--- src/rtl/irq_arb_pkg.sv ---
// Shared constants and types for the interrupt arbiter.
package irq_arb_pkg;
    localparam logic [15:0] VEC_BASE_DEF = 16'hFFC0;
    localparam int          SVC_COST     = 14;

    // Class of the winning request on a boundary
    typedef enum logic [1:0] {
        CLS_NONE = 2'd0,
        CLS_SOFT = 2'd1,
        CLS_NMI  = 2'd2,
        CLS_MASK = 2'd3
    } irq_cls_e;
endpackage

--- src/rtl/irq_pend.sv ---
// Pending-mask keeper. It folds gated peripheral flags and the direct
// raise mask into a sticky pending mask. It presents the candidate set
// (held plus newly set bits) and clears one granted bit per cycle.
// It assumes at most one clear per cycle and flag map entries below NUM_INT.
module irq_pend #(
    parameter int unsigned NUM_INT              = 16,
    parameter int unsigned FLAG_N               = 8,
    parameter int unsigned FLAG_MAP [FLAG_N]    = '{1, 1, 1, 1, 2, 3, 4, 5},
    parameter logic [FLAG_N-1:0] FLAG_HAS_EN    = 8'b1101_1111,
    parameter int unsigned CNT_W                = 16,
    localparam int unsigned ID_W                = $clog2(NUM_INT)
) (
    input  logic               clk,
    input  logic               rst_n,
    input  logic [FLAG_N-1:0]  flag_in,
    input  logic [FLAG_N-1:0]  flag_en,
    input  logic [NUM_INT-1:0] sw_raise,
    input  logic               clr_vld,
    input  logic [ID_W-1:0]    clr_id,
    output logic [NUM_INT-1:0] cand,
    output logic [CNT_W-1:0]   raise_cnt
);
    logic [FLAG_N-1:0]  hit;
    logic [NUM_INT-1:0] set_now;
    logic [NUM_INT-1:0] pend_q;
    logic [NUM_INT-1:0] clr_mask;

    // Gate each flag with its enable when the flag owns one
    for (genvar g = 0; g < FLAG_N; g++) begin : g_gate
        assign hit[g] = flag_in[g] & (flag_en[g] | ~FLAG_HAS_EN[g]);
    end

    // Map gated flags onto interrupt numbers and merge direct raises
    always_comb begin
        set_now = sw_raise;
        for (int f = 0; f < FLAG_N; f++) begin
            if (hit[f]) set_now[ID_W'(FLAG_MAP[f])] = 1'b1;
        end
    end

    assign cand     = pend_q | set_now;
    assign clr_mask = clr_vld ? (NUM_INT'(1) << clr_id) : '0;

    // Hold pending requests and drop the one just granted
    always_ff @(posedge clk) begin
        if (!rst_n) pend_q <= '0;
        else        pend_q <= cand & ~clr_mask;
    end

    // Count every directly raised request
    always_ff @(posedge clk) begin
        if (!rst_n) raise_cnt <= '0;
        else        raise_cnt <= raise_cnt + CNT_W'($countones(sw_raise));
    end
endmodule

--- src/rtl/irq_order.sv ---
// Programmable rank table for ordinary sources. Slot 0 ranks highest.
// It scans the slots and reports the first candidate found.
// It assumes ord_slot is below NUM_INT; duplicate entries are allowed.
module irq_order #(
    parameter int unsigned NUM_INT = 16,
    localparam int unsigned ID_W   = $clog2(NUM_INT)
) (
    input  logic               clk,
    input  logic               rst_n,
    input  logic               ord_we,
    input  logic [ID_W-1:0]    ord_slot,
    input  logic [ID_W-1:0]    ord_id,
    input  logic [NUM_INT-1:0] cand,
    output logic               mask_hit,
    output logic [ID_W-1:0]    mask_id
);
    logic [ID_W-1:0] ord_q [NUM_INT];

    // Load the identity order at reset, else apply table writes
    always_ff @(posedge clk) begin
        if (!rst_n) begin
            for (int k = 0; k < NUM_INT; k++) ord_q[k] <= ID_W'(k);
        end else if (ord_we) begin
            ord_q[ord_slot] <= ord_id;
        end
    end

    // Walk slots from lowest rank up so the highest-ranked hit is kept
    always_comb begin
        mask_hit = 1'b0;
        mask_id  = '0;
        for (int s = NUM_INT - 1; s >= 0; s--) begin
            if (cand[ord_q[s]]) begin
                mask_hit = 1'b1;
                mask_id  = ord_q[s];
            end
        end
    end
endmodule

--- src/rtl/irq_pick.sv ---
// Class resolver and grant register. It applies the fixed order
// (software trap, illegal trap, non-maskable line, ordinary sources)
// against the two mask bits, and registers a one-cycle grant.
// It assumes the three special numbers are distinct.
module irq_pick
    import irq_arb_pkg::*;
#(
    parameter int unsigned NUM_INT        = 16,
    parameter int unsigned SWI_ID         = 13,
    parameter int unsigned ILL_ID         = 14,
    parameter int unsigned XIRQ_ID        = 15,
    parameter int unsigned VEC_W          = 16,
    parameter logic [VEC_W-1:0] VEC_BASE  = VEC_BASE_DEF,
    parameter int unsigned COST_W         = 8,
    localparam int unsigned ID_W          = $clog2(NUM_INT)
) (
    input  logic              clk,
    input  logic              rst_n,
    input  logic              req_swi,
    input  logic              req_ill,
    input  logic              req_xirq,
    input  logic              mask_hit,
    input  logic [ID_W-1:0]   mask_id,
    input  logic              ccr_i,
    input  logic              ccr_x,
    input  logic              insn_done,
    output logic              win_vld,
    output logic [ID_W-1:0]   win_id,
    output logic              gnt_vld,
    output logic [ID_W-1:0]   gnt_id,
    output logic [VEC_W-1:0]  gnt_vec,
    output logic              gnt_set_i,
    output logic              gnt_set_x,
    output logic [COST_W-1:0] gnt_cost
);
    irq_cls_e cls;

    // Decide the winning class and number for this boundary
    always_comb begin
        cls    = CLS_NONE;
        win_id = '0;
        if (req_swi) begin
            cls    = CLS_SOFT;
            win_id = ID_W'(SWI_ID);
        end else if (req_ill) begin
            cls    = CLS_SOFT;
            win_id = ID_W'(ILL_ID);
        end else if (req_xirq) begin
            if (!ccr_x) begin
                cls    = CLS_NMI;
                win_id = ID_W'(XIRQ_ID);
            end
        end else if (!ccr_i && mask_hit) begin
            cls    = CLS_MASK;
            win_id = mask_id;
        end
    end

    assign win_vld = insn_done && (cls != CLS_NONE);

    // Register the grant for exactly one cycle
    always_ff @(posedge clk) begin
        if (!rst_n || !win_vld) begin
            gnt_vld   <= 1'b0;
            gnt_id    <= '0;
            gnt_vec   <= '0;
            gnt_set_i <= 1'b0;
            gnt_set_x <= 1'b0;
            gnt_cost  <= '0;
        end else begin
            gnt_vld   <= 1'b1;
            gnt_id    <= win_id;
            gnt_vec   <= VEC_BASE + (VEC_W'(win_id) << 1);
            gnt_set_i <= (cls != CLS_NMI);
            gnt_set_x <= (cls == CLS_NMI);
            gnt_cost  <= COST_W'(SVC_COST);
        end
    end
endmodule

--- src/rtl/irq_vector_arb.sv ---
// Top of the interrupt arbiter: pending keeper, rank table and class
// resolver. A grant clears its own pending bit in the same cycle.
// It assumes the core applies gnt_set_i / gnt_set_x before the next
// boundary strobe.
module irq_vector_arb
    import irq_arb_pkg::*;
#(
    parameter int unsigned NUM_INT              = 16,
    parameter int unsigned FLAG_N               = 8,
    parameter int unsigned FLAG_MAP [FLAG_N]    = '{1, 1, 1, 1, 2, 3, 4, 5},
    parameter logic [FLAG_N-1:0] FLAG_HAS_EN    = 8'b1101_1111,
    parameter int unsigned SWI_ID               = 13,
    parameter int unsigned ILL_ID               = 14,
    parameter int unsigned XIRQ_ID              = 15,
    parameter int unsigned VEC_W                = 16,
    parameter logic [VEC_W-1:0] VEC_BASE        = VEC_BASE_DEF,
    parameter int unsigned COST_W               = 8,
    parameter int unsigned CNT_W                = 16,
    localparam int unsigned ID_W                = $clog2(NUM_INT)
) (
    input  logic               clk,
    input  logic               rst_n,
    input  logic [FLAG_N-1:0]  flag_in,
    input  logic [FLAG_N-1:0]  flag_en,
    input  logic [NUM_INT-1:0] sw_raise,
    input  logic               ccr_i,
    input  logic               ccr_x,
    input  logic               insn_done,
    input  logic               ord_we,
    input  logic [ID_W-1:0]    ord_slot,
    input  logic [ID_W-1:0]    ord_id,
    output logic               gnt_vld,
    output logic [ID_W-1:0]    gnt_id,
    output logic [VEC_W-1:0]   gnt_vec,
    output logic               gnt_set_i,
    output logic               gnt_set_x,
    output logic [COST_W-1:0]  gnt_cost,
    output logic [CNT_W-1:0]   raise_cnt
);
    logic [NUM_INT-1:0] cand;
    logic               mask_hit;
    logic [ID_W-1:0]    mask_id;
    logic               win_vld;
    logic [ID_W-1:0]    win_id;

    irq_pend #(
        .NUM_INT(NUM_INT), .FLAG_N(FLAG_N), .FLAG_MAP(FLAG_MAP),
        .FLAG_HAS_EN(FLAG_HAS_EN), .CNT_W(CNT_W)
    ) u_pend (
        .clk(clk), .rst_n(rst_n), .flag_in(flag_in), .flag_en(flag_en),
        .sw_raise(sw_raise), .clr_vld(win_vld), .clr_id(win_id),
        .cand(cand), .raise_cnt(raise_cnt)
    );

    irq_order #(.NUM_INT(NUM_INT)) u_order (
        .clk(clk), .rst_n(rst_n), .ord_we(ord_we), .ord_slot(ord_slot),
        .ord_id(ord_id), .cand(cand), .mask_hit(mask_hit), .mask_id(mask_id)
    );

    irq_pick #(
        .NUM_INT(NUM_INT), .SWI_ID(SWI_ID), .ILL_ID(ILL_ID), .XIRQ_ID(XIRQ_ID),
        .VEC_W(VEC_W), .VEC_BASE(VEC_BASE), .COST_W(COST_W)
    ) u_pick (
        .clk(clk), .rst_n(rst_n),
        .req_swi(cand[SWI_ID]), .req_ill(cand[ILL_ID]), .req_xirq(cand[XIRQ_ID]),
        .mask_hit(mask_hit), .mask_id(mask_id), .ccr_i(ccr_i), .ccr_x(ccr_x),
        .insn_done(insn_done), .win_vld(win_vld), .win_id(win_id),
        .gnt_vld(gnt_vld), .gnt_id(gnt_id), .gnt_vec(gnt_vec),
        .gnt_set_i(gnt_set_i), .gnt_set_x(gnt_set_x), .gnt_cost(gnt_cost)
    );
endmodule

--- config.mk ---
export PLATFORM = sky130hd
export DESIGN_NAME = irq_vector_arb
export DESIGN_NICKNAME = d
export VERILOG_FILES = /design/src/rtl/irq_arb_pkg.sv /design/src/rtl/irq_pend.sv /design/src/rtl/irq_order.sv /design/src/rtl/irq_pick.sv /design/src/rtl/irq_vector_arb.sv
export SDC_FILE = /design/constraint.sdc
export NUM_CORES = 1
export LEC_CHECK = 0
export ABC_AREA = 0
export BUFFER_PORTS_ARGS = -buffer_cell sky130_fd_sc_hd__clkbuf_2
export CAP_MARGIN = 10
export CORE_MARGIN = 4
export CORE_UTILIZATION = 61
export CTS_CLUSTER_SIZE = 14
export DETAILED_ROUTE_END_ITERATION = 10
export PLACE_DENSITY = 0.81
export RECOVER_POWER = 100
export SLEW_MARGIN = 20
export SYNTH_ARGS = -nofsm -noshare
export SYNTH_HDL_FRONTEND = slang
export SYNTH_SLANG_ARGS = --single-unit
--- constraint.sdc ---
create_clock -name clk -period 6.5 [get_ports clk]
set_input_delay 1.625 -clock clk [delete_from_list [all_inputs] [get_ports clk]]
set_output_delay 1.625 -clock clk [all_outputs]
set_load 0.02 [all_outputs]
==> results.py, run 1 <==
metrics = {
    "status": {
        "status": "finished, violations left",
        "violations": "max-capacitance violations, max-slew violations",
    },
    "sta": {
        "rsz0062_at_grt": "no",
        "worst_slew_pin_slew_ps": 2270,
        "slew_viol_final": 53,
        "fin_crit_ps": 5940,
        "setup_viol": 0,
        "hold_viol": 0,
        "post-route-period-util_pct": 91.4,
        "fmax_mhz": 168,
        "setup_tns_ps": 0,
        "relSlewSlack_pct": -51.0,
        "skew_ps": 9.24,
    },
    "clocking": {
        "cts_resized": 0,
        "cts_buffer_depth": 2,
        "clkTransAtPathRegs_ps": 70,
        "hold_buffers": 0,
        "htreeDepth": 3,
        "cts_sinks": 104,
        "cts_tree": "done",
        "numCtsBuffers": 9,
        "cts_root_buf": "clkbuf_16",
        "clock_latency_ps": 360,
        "cts_setup_buffers": 0,
    },
    "route": {
        "vias": 7901,
        "first_pass_iters": 9,
        "routedWlPerCell_um": 22.7,
        "vias_per_cell": 6.86,
        "first_iter_violations": 1095,
        "ant_nets": 0,
        "drc": 0,
        "wl_um": 26200,
    },
    "synthesis": {
        "seq_area_frac_synth_pct": 31.3,
        "synth-edff-count": 64,
        "syn_area_per_cell_um2": 9.31,
        "synthArstFlopShare_pct": 0,
        "synth_warnings": 0,
        "yosys.area_share.xor_xnor_pct": 0.906,
        "synthCells": 935,
        "ys_seq_elements": 104,
        "synth_top_family_by_area": "simple AND/OR/NAND/NOR gates",
        "synthMuxAreaShare_pct": 9.62,
        "yosys.cell_types.count": 99,
        "yosys.area_share.simple_pct": 24.8,
        "ys.flop_type": "edfxtp_1",
        "synth_area_um2": 8700,
        "synthAdderAreaFrac_pct": 5.58,
        "synth_compound_area_share_pct": 20.9,
    },
    "die": {
        "fp.dieW_um": 127,
        "rows": 43,
        "coreArea_um2": 13900,
        "start_util_pct": 62.5,
        "fp.dieArea_um2": 16200,
        "ioPinCount": 93,
        "dieHeight_um": 127,
    },
    "placement": {
        "place_hpwl_um": 19500,
        "gp_congestion": 1.09,
        "placedCellCount": 1136,
        "io_buffer_count": 84,
    },
    "pwr": {
        "power_density_nw_per_um2": 239,
        "p_comb_share_pct": 38.2,
        "p_leak_nw": 3.42,
        "ir_drop_mv": 0.206,
        "p_seq_share_pct": 37.8,
        "p_sw_mw": 0.807,
        "power_frac_clock_pct": 24.1,
        "sw_frac_of_total_pct": 36.5,
        "power_mw": 2.21,
        "internal-power_mw": 1.40,
    },
    "cells_and_area": {
        "antenna_cells": 0,
        "regArea_um2": 2720,
        "finalNonFillerCells": 1152,
        "drive_gt1_share_pct": 14.2,
        "multi_input_area_um2": 5340,
        "layout_common_cells": "nand2_1 (79), edfxtp_1 (64), clkbuf_1 (45)",
        "fillers": 1188,
        "syn2layout_area_growth_pct": 5.97,
        "layout_commonest_cell": "nand2_1",
        "nets": 1044,
    },
    "setup_path": {
        "r2r_end": "u_pend.pend_q[10]",
        "crit_path_end_kind": "register",
        "path_common_cell": "clkbuf_1",
        "max_stage_delay_ps": 780,
        "crit_fanout": 11,
        "startpoint": "sw_raise[15]",
        "crit_chain": "clkbuf_1 > nor2_1 > clkbuf_1 > mux4_2 > o22ai_1 > or2_2 > or4_1 > nor4_1 > a211oi_1 > o221ai_1 > nor3b_1 > a21oi_1",
        "required_ps": 6720,
        "crit_type": "in -> reg",
        "arrival_ps": 6160,
        "endpoint": "u_pend.pend_q[10]",
        "rr_startpoint": "u_pend.pend_q[15]",
        "crit_path_start_kind": "input pin",
        "ff2ff_setup_slack_ps": 1640,
        "r2r_cells": 11,
        "cp_slowest_cell": "nor2_1",
    },
    "global_routing": {
        "grt_antenna_before_repair": 0,
        "grt_use_total_pct": 32.4,
        "grt_pass1_wl_um": 40800,
        "grt_start_max_net_pins": 53,
        "grt_pass1_vias": 7342,
        "overflow": 0,
    },
    "hold_path": {
        "hold_class": "reg -> reg",
    },
    "job": {
        "cap_violations": 1,
    },
}
-- final cells by class --
type,count,share of cell area [%]
multi-input cells,710,57.9
clock inverters,4,0.312
flip-flops and latches,104,29.5
well taps,180,2.44
repair buffers,103,5.45
clock buffers,12,2.78
inverters,39,1.59
-- how the worst min path moves through the flow --
stage | from | endpoint | slack [ps] | depth (start not counted)
after floorplan | u_pend.pend_q[15] | u_pend.pend_q[15] | 540 | 2
final | u_pend.raise_cnt[15] | u_pend.raise_cnt[15] | 500 | 2
after global routing | u_pend.raise_cnt[15] | u_pend.raise_cnt[15] | 540 | 2
after CTS | u_pend.raise_cnt[15] | u_pend.raise_cnt[15] | 510 | 2
after detailed placement | u_pend.raise_cnt[15] | u_pend.raise_cnt[15] | 490 | 2
after global placement | u_pend.raise_cnt[15] | u_pend.raise_cnt[15] | 480 | 2
-- power by group through the flow --
stage                     Clock, mW  Sequential, mW  Combinational (mW)
after global routing          0.562           0.841               0.945
after detailed placement          0           0.843               0.842
final                         0.531           0.834               0.843
after CTS                     0.533           0.829               0.847
after global placement            0           0.841               0.814
after floorplan                   0           0.818               0.655
-- synth_stat cells, types with 6 or more instances --
cell | instances | area, µm²
mux4_2 | 26 | 586
fa_1 | 13 | 260
dfxtp_1 | 40 | 801
inv_1 | 39 | 146
o21bai_1 | 6 | 45.0
nand3_1 | 12 | 60.1
ha_1 | 18 | 225
a311oi_1 | 20 | 175
o22ai_1 | 15 | 93.8
a21boi_0 | 7 | 52.6
nand4_1 | 9 | 56.3
nor2_1 | 38 | 143
and2_1 | 52 | 325
nand3b_1 | 6 | 45.0
buf_2 | 11 | 55.1
buf_4 | 26 | 195
mux2i_1 | 24 | 240
a21o_1 | 8 | 60.1
a21oi_1 | 26 | 130
a311o_1 | 8 | 80.1
edfxtp_1 | 64 | 1920
nor2b_1 | 22 | 138
a221oi_1 | 11 | 96.3
and3_1 | 6 | 37.5
nand2_1 | 79 | 297
o21ai_0 | 37 | 185
a211o_1 | 11 | 96.3
a32oi_1 | 6 | 52.6
or3_1 | 28 | 175
or2_2 | 10 | 62.6
a31oi_1 | 13 | 81.3
nor3_1 | 37 | 185
xnor2_1 | 6 | 52.6
clkbuf_1 | 43 | 161
nand2b_1 | 25 | 156
nor4b_1 | 7 | 61.3
nor3b_1 | 14 | 105
-- state kept, by name, summed over array words and instances (netlist names) --
name	flops
u_order.ord_q	64
u_pend.pend_q	16
u_pend.raise_cnt	16
u_pick.gnt_id	3
u_pick.gnt_vec	2
u_pick.gnt_cost	1
u_pick.gnt_set_i	1
u_pick.gnt_set_x	1
-- critical path: cells and delay by family --
| kind | cells | cell delay, ps |
|---|---|---|
| buf+inv | 2 | 560 |
| simple gates | 5 | 2750 |
| compound gates | 4 | 900 |
| mux | 1 | 310 |
-- logic make-up (layout without fill, tap and decap cells) --
| group | Yosys count | count (layout) |
|---|---|---|
| compound gates | 234 | 234 |
| xor+xnor | 9 | 9 |
| fa+ha+maj | 31 | 31 |
| buf+inv | 127 | 158 |
| flops | 104 | 104 |
| mux | 51 | 51 |
| other cells | 1 | 7 |
| simple gates | 378 | 378 |
-- layer usage --
metal / routed length (µm) / part of all wire (%) / track usage [%]
met1: 10300 / 39 / 44.0
met5: 0 / 0 / 0
met4: 1450 / 5.5 / 16.9
met3: 3600 / 14 / 9.45
met2: 10900 / 41 / 46.9
-- per-stage QoR --
step	cell area (µm²)	hold slack (ps)	setup slack [ps]	util (%)
2_1_floorplan	8730	541	765	-
6_report	9220	502	559	66.2
4_1_cts	9350	507	704	67.1
5_1_grt	9220	539	361	66.2
3_3_place_gp	9060	477	384	65.0
3_5_place_dp	9060	494	339	65.0
Power figures use the tool's default switching activity.
==> run 2, diff against run 1 <==
CORE_UTILIZATION = 28   (was 61)
PLACE_DENSITY = 0.45   (was 0.81)
clock period = 5 ns   (was 6.5 ns; I/O delays follow)
==> run 2 against run 1 <==
The run now ends clean. Non-clock buffer count increased by 39. Wire length increased by 20%. First-iteration DRC count decreased by 43%.
==> results.py, run 2 (same netlist as run 1, synthesis figures left out) <==
metrics = {
    "cells_and_area": {
        "largestRegisters": "u_order.ord_q: 64 flops, u_pend.pend_q: 16 flops, u_pend.raise_cnt: 16 flops",
        "nets": 1083,
        "largest_reg_flops": 64,
        "drive_gt1_share_pct": 20.2,
        "layout_commonest_cell": "nand2_1",
        "utilization_pct": 32.9,
        "fillers": 3207,
        "syn2layout_area_growth_pct": 15.7,
        "layout_common_cells": "nand2_1 (78), edfxtp_1 (64), buf_4 (51)",
        "largest-register": "u_order.ord_q",
        "stdcell_area_um2": 10100,
    },
    "pwr": {
        "power_frac_clock_pct": 25.9,
        "internal-power_mw": 2.01,
        "power_density_nw_per_um2": 313,
        "ir_drop_mv": 0.163,
        "p_comb_share_pct": 39.9,
        "p_seq_share_pct": 34.2,
        "sw_frac_of_total_pct": 36.4,
        "p_leak_nw": 3.71,
        "p_sw_mw": 1.15,
    },
    "clocking": {
        "cts_root_buf": "clkbuf_16",
        "cts_tree": "done",
        "clkTransAtPathRegs_ps": 90,
        "cts_sinks": 104,
        "clock_latency_ps": 370,
        "hold_buffers": 0,
        "cts_buffer_depth": 2,
        "numCtsBuffers": 9,
        "htreeDepth": 3,
    },
    "sta": {
        "worst_slew_pin_slew_ps": 1070,
        "fmax_mhz": 203,
        "slew_viol_final": 0,
        "post-route-period-util_pct": 98.6,
        "whs_ps": 495,
        "rsz0062_at_grt": "yes",
        "relSlewSlack_pct": 28.8,
        "fin_crit_ps": 4930,
        "hold_viol": 0,
        "skew_ps": 17.0,
        "setup_viol": 0,
    },
    "die": {
        "start_util_pct": 28.5,
        "ioPinCount": 93,
        "fp.dieW_um": 184,
        "dieHeight_um": 184,
        "coreArea_um2": 30600,
        "fp.dieArea_um2": 34000,
        "rows": 64,
    },
    "setup_path": {
        "r2r_end": "u_pend.pend_q[14]",
        "max_stage_delay_ps": 510,
        "r2r_cells": 10,
        "arrival_ps": 5210,
        "crit_chain": "clkbuf_4 > ha_4 > fa_1 > inv_2 > fa_1 > fa_1 > fa_1 > fa_2 > inv_2 > fa_2 > a21o_1 > a21oi_2 > o21bai_1 > a21oi_2 > nor2b_4 > nand4_1 > xnor2_1 > and2_1",
        "crit_type": "in -> reg",
        "cp_slowest_cell": "fa_1",
        "path_delay_family": "adder cells",
        "crit_fanout": 5,
        "crit_path_start_kind": "input pin",
        "path_common_cell": "fa_1",
        "crit_path_end_kind": "register",
        "rr_startpoint": "u_pend.pend_q[0]",
        "path_buf_inv": 3,
        "required_ps": 5280,
        "ff2ff_setup_slack_ps": 1140,
    },
    "route": {
        "vias": 7752,
        "wl_um": 31500,
        "first_iter_violations": 627,
        "ant_nets": 0,
        "routedWlPerCell_um": 22.4,
        "first_pass_iters": 5,
        "drc": 0,
        "vias_per_cell": 5.51,
    },
    "global_routing": {
        "grt_use_total_pct": 18.5,
        "grt_start_max_net_pins": 41,
        "overflow": 0,
        "grt_pass1_wl_um": 47700,
        "grt_antenna_before_repair": 0,
        "grt_pass1_vias": 7556,
    },
    "status": {
        "status": "finished clean",
    },
    "placement": {
        "place_hpwl_um": 23400,
        "place_area_um2": 9730,
        "io_buffer_count": 84,
        "gp_congestion": 0.955,
    },
    "hold_path": {
        "hold_class": "reg -> reg",
        "worstHoldStart": "u_pend.raise_cnt[15]",
        "hold_depth": 2,
        "worstHoldEndpoint": "u_pend.raise_cnt[15]",
    },
    "job": {
        "cap_violations": 0,
    },
}
[run 2: timing repair]
action,4_1_cts,5_1_grt
setup endpoints to repair,1,10
endpoints found under the hold margin,0,0
setup buffers,0,1
resized for setup,3,22
pin swaps,1,4
[run 2: worst max path at each step]
stage,from,endpoint,slack [ps],cells past startpoint
finish,sw_raise[14],u_pend.raise_cnt[14],70,18
global route,sw_raise[14],u_pend.raise_cnt[14],-130,18
CTS,sw_raise[3],u_pend.raise_cnt[14],30,18
detailed placement,sw_raise[14],u_pend.raise_cnt[14],-430,18
global placement,sw_raise[14],u_pend.raise_cnt[14],-410,18
floorplan,sw_raise[3],u_pend.raise_cnt[14],-110,17
[run 2: metal layers]
metal	global-route usage, %	routed length, µm	up-vias
met5	0	0	-
met4	4.26	458	0
met3	3.34	2120	32
met2	28.8	13900	270
met1	26.8	15000	3802
li1	-	-	3648
[run 2: area by class of cell]
cell class / count / area, µm² / share of cell area, %
clock buffer: 10 / 250 / 2.48
tap: 396 / 495 / 4.92
multi-input combinational: 710 / 5510 / 54.7
antenna: 1 / 2.50 / 0.0248
sequential: 104 / 2720 / 27.0
inverter: 39 / 149 / 1.48
clock inverter: 6 / 81.3 / 0.807
timing repair buffer: 142 / 866 / 8.59
[run 2: power groups by stage]
stage                     Clock [mW]  Sequential (mW)  Combinational (mW)
after floorplan                    0             1.06               0.867
after global placement             0             1.10                1.23
after detailed placement           0             1.10                1.24
after CTS                      0.836             1.08                1.25
after global routing           0.865             1.09                1.41
final                          0.817             1.08                1.26
[run 2: tightest hold or removal path: cells and delay by family, from the launching register on]
family,cells,cell delay [ps]
AO/OA/AOI/OAI,2,130
flip-flops,1,330
[run 2: through the flow]
step | instances | power [mW] | setup slack [ps] | setup TNS (ps)
3_5_place_dp | 1390 | 2.33 | -434 | -3420
3_3_place_gp | 1390 | 2.33 | -414 | -3230
4_1_cts | 1406 | 3.16 | 26.0 | 0
2_1_floorplan | 941 | 1.93 | -108 | -441
6_report | 1408 | 3.16 | 68.4 | 0
5_1_grt | 1407 | 3.36 | -132 | -660
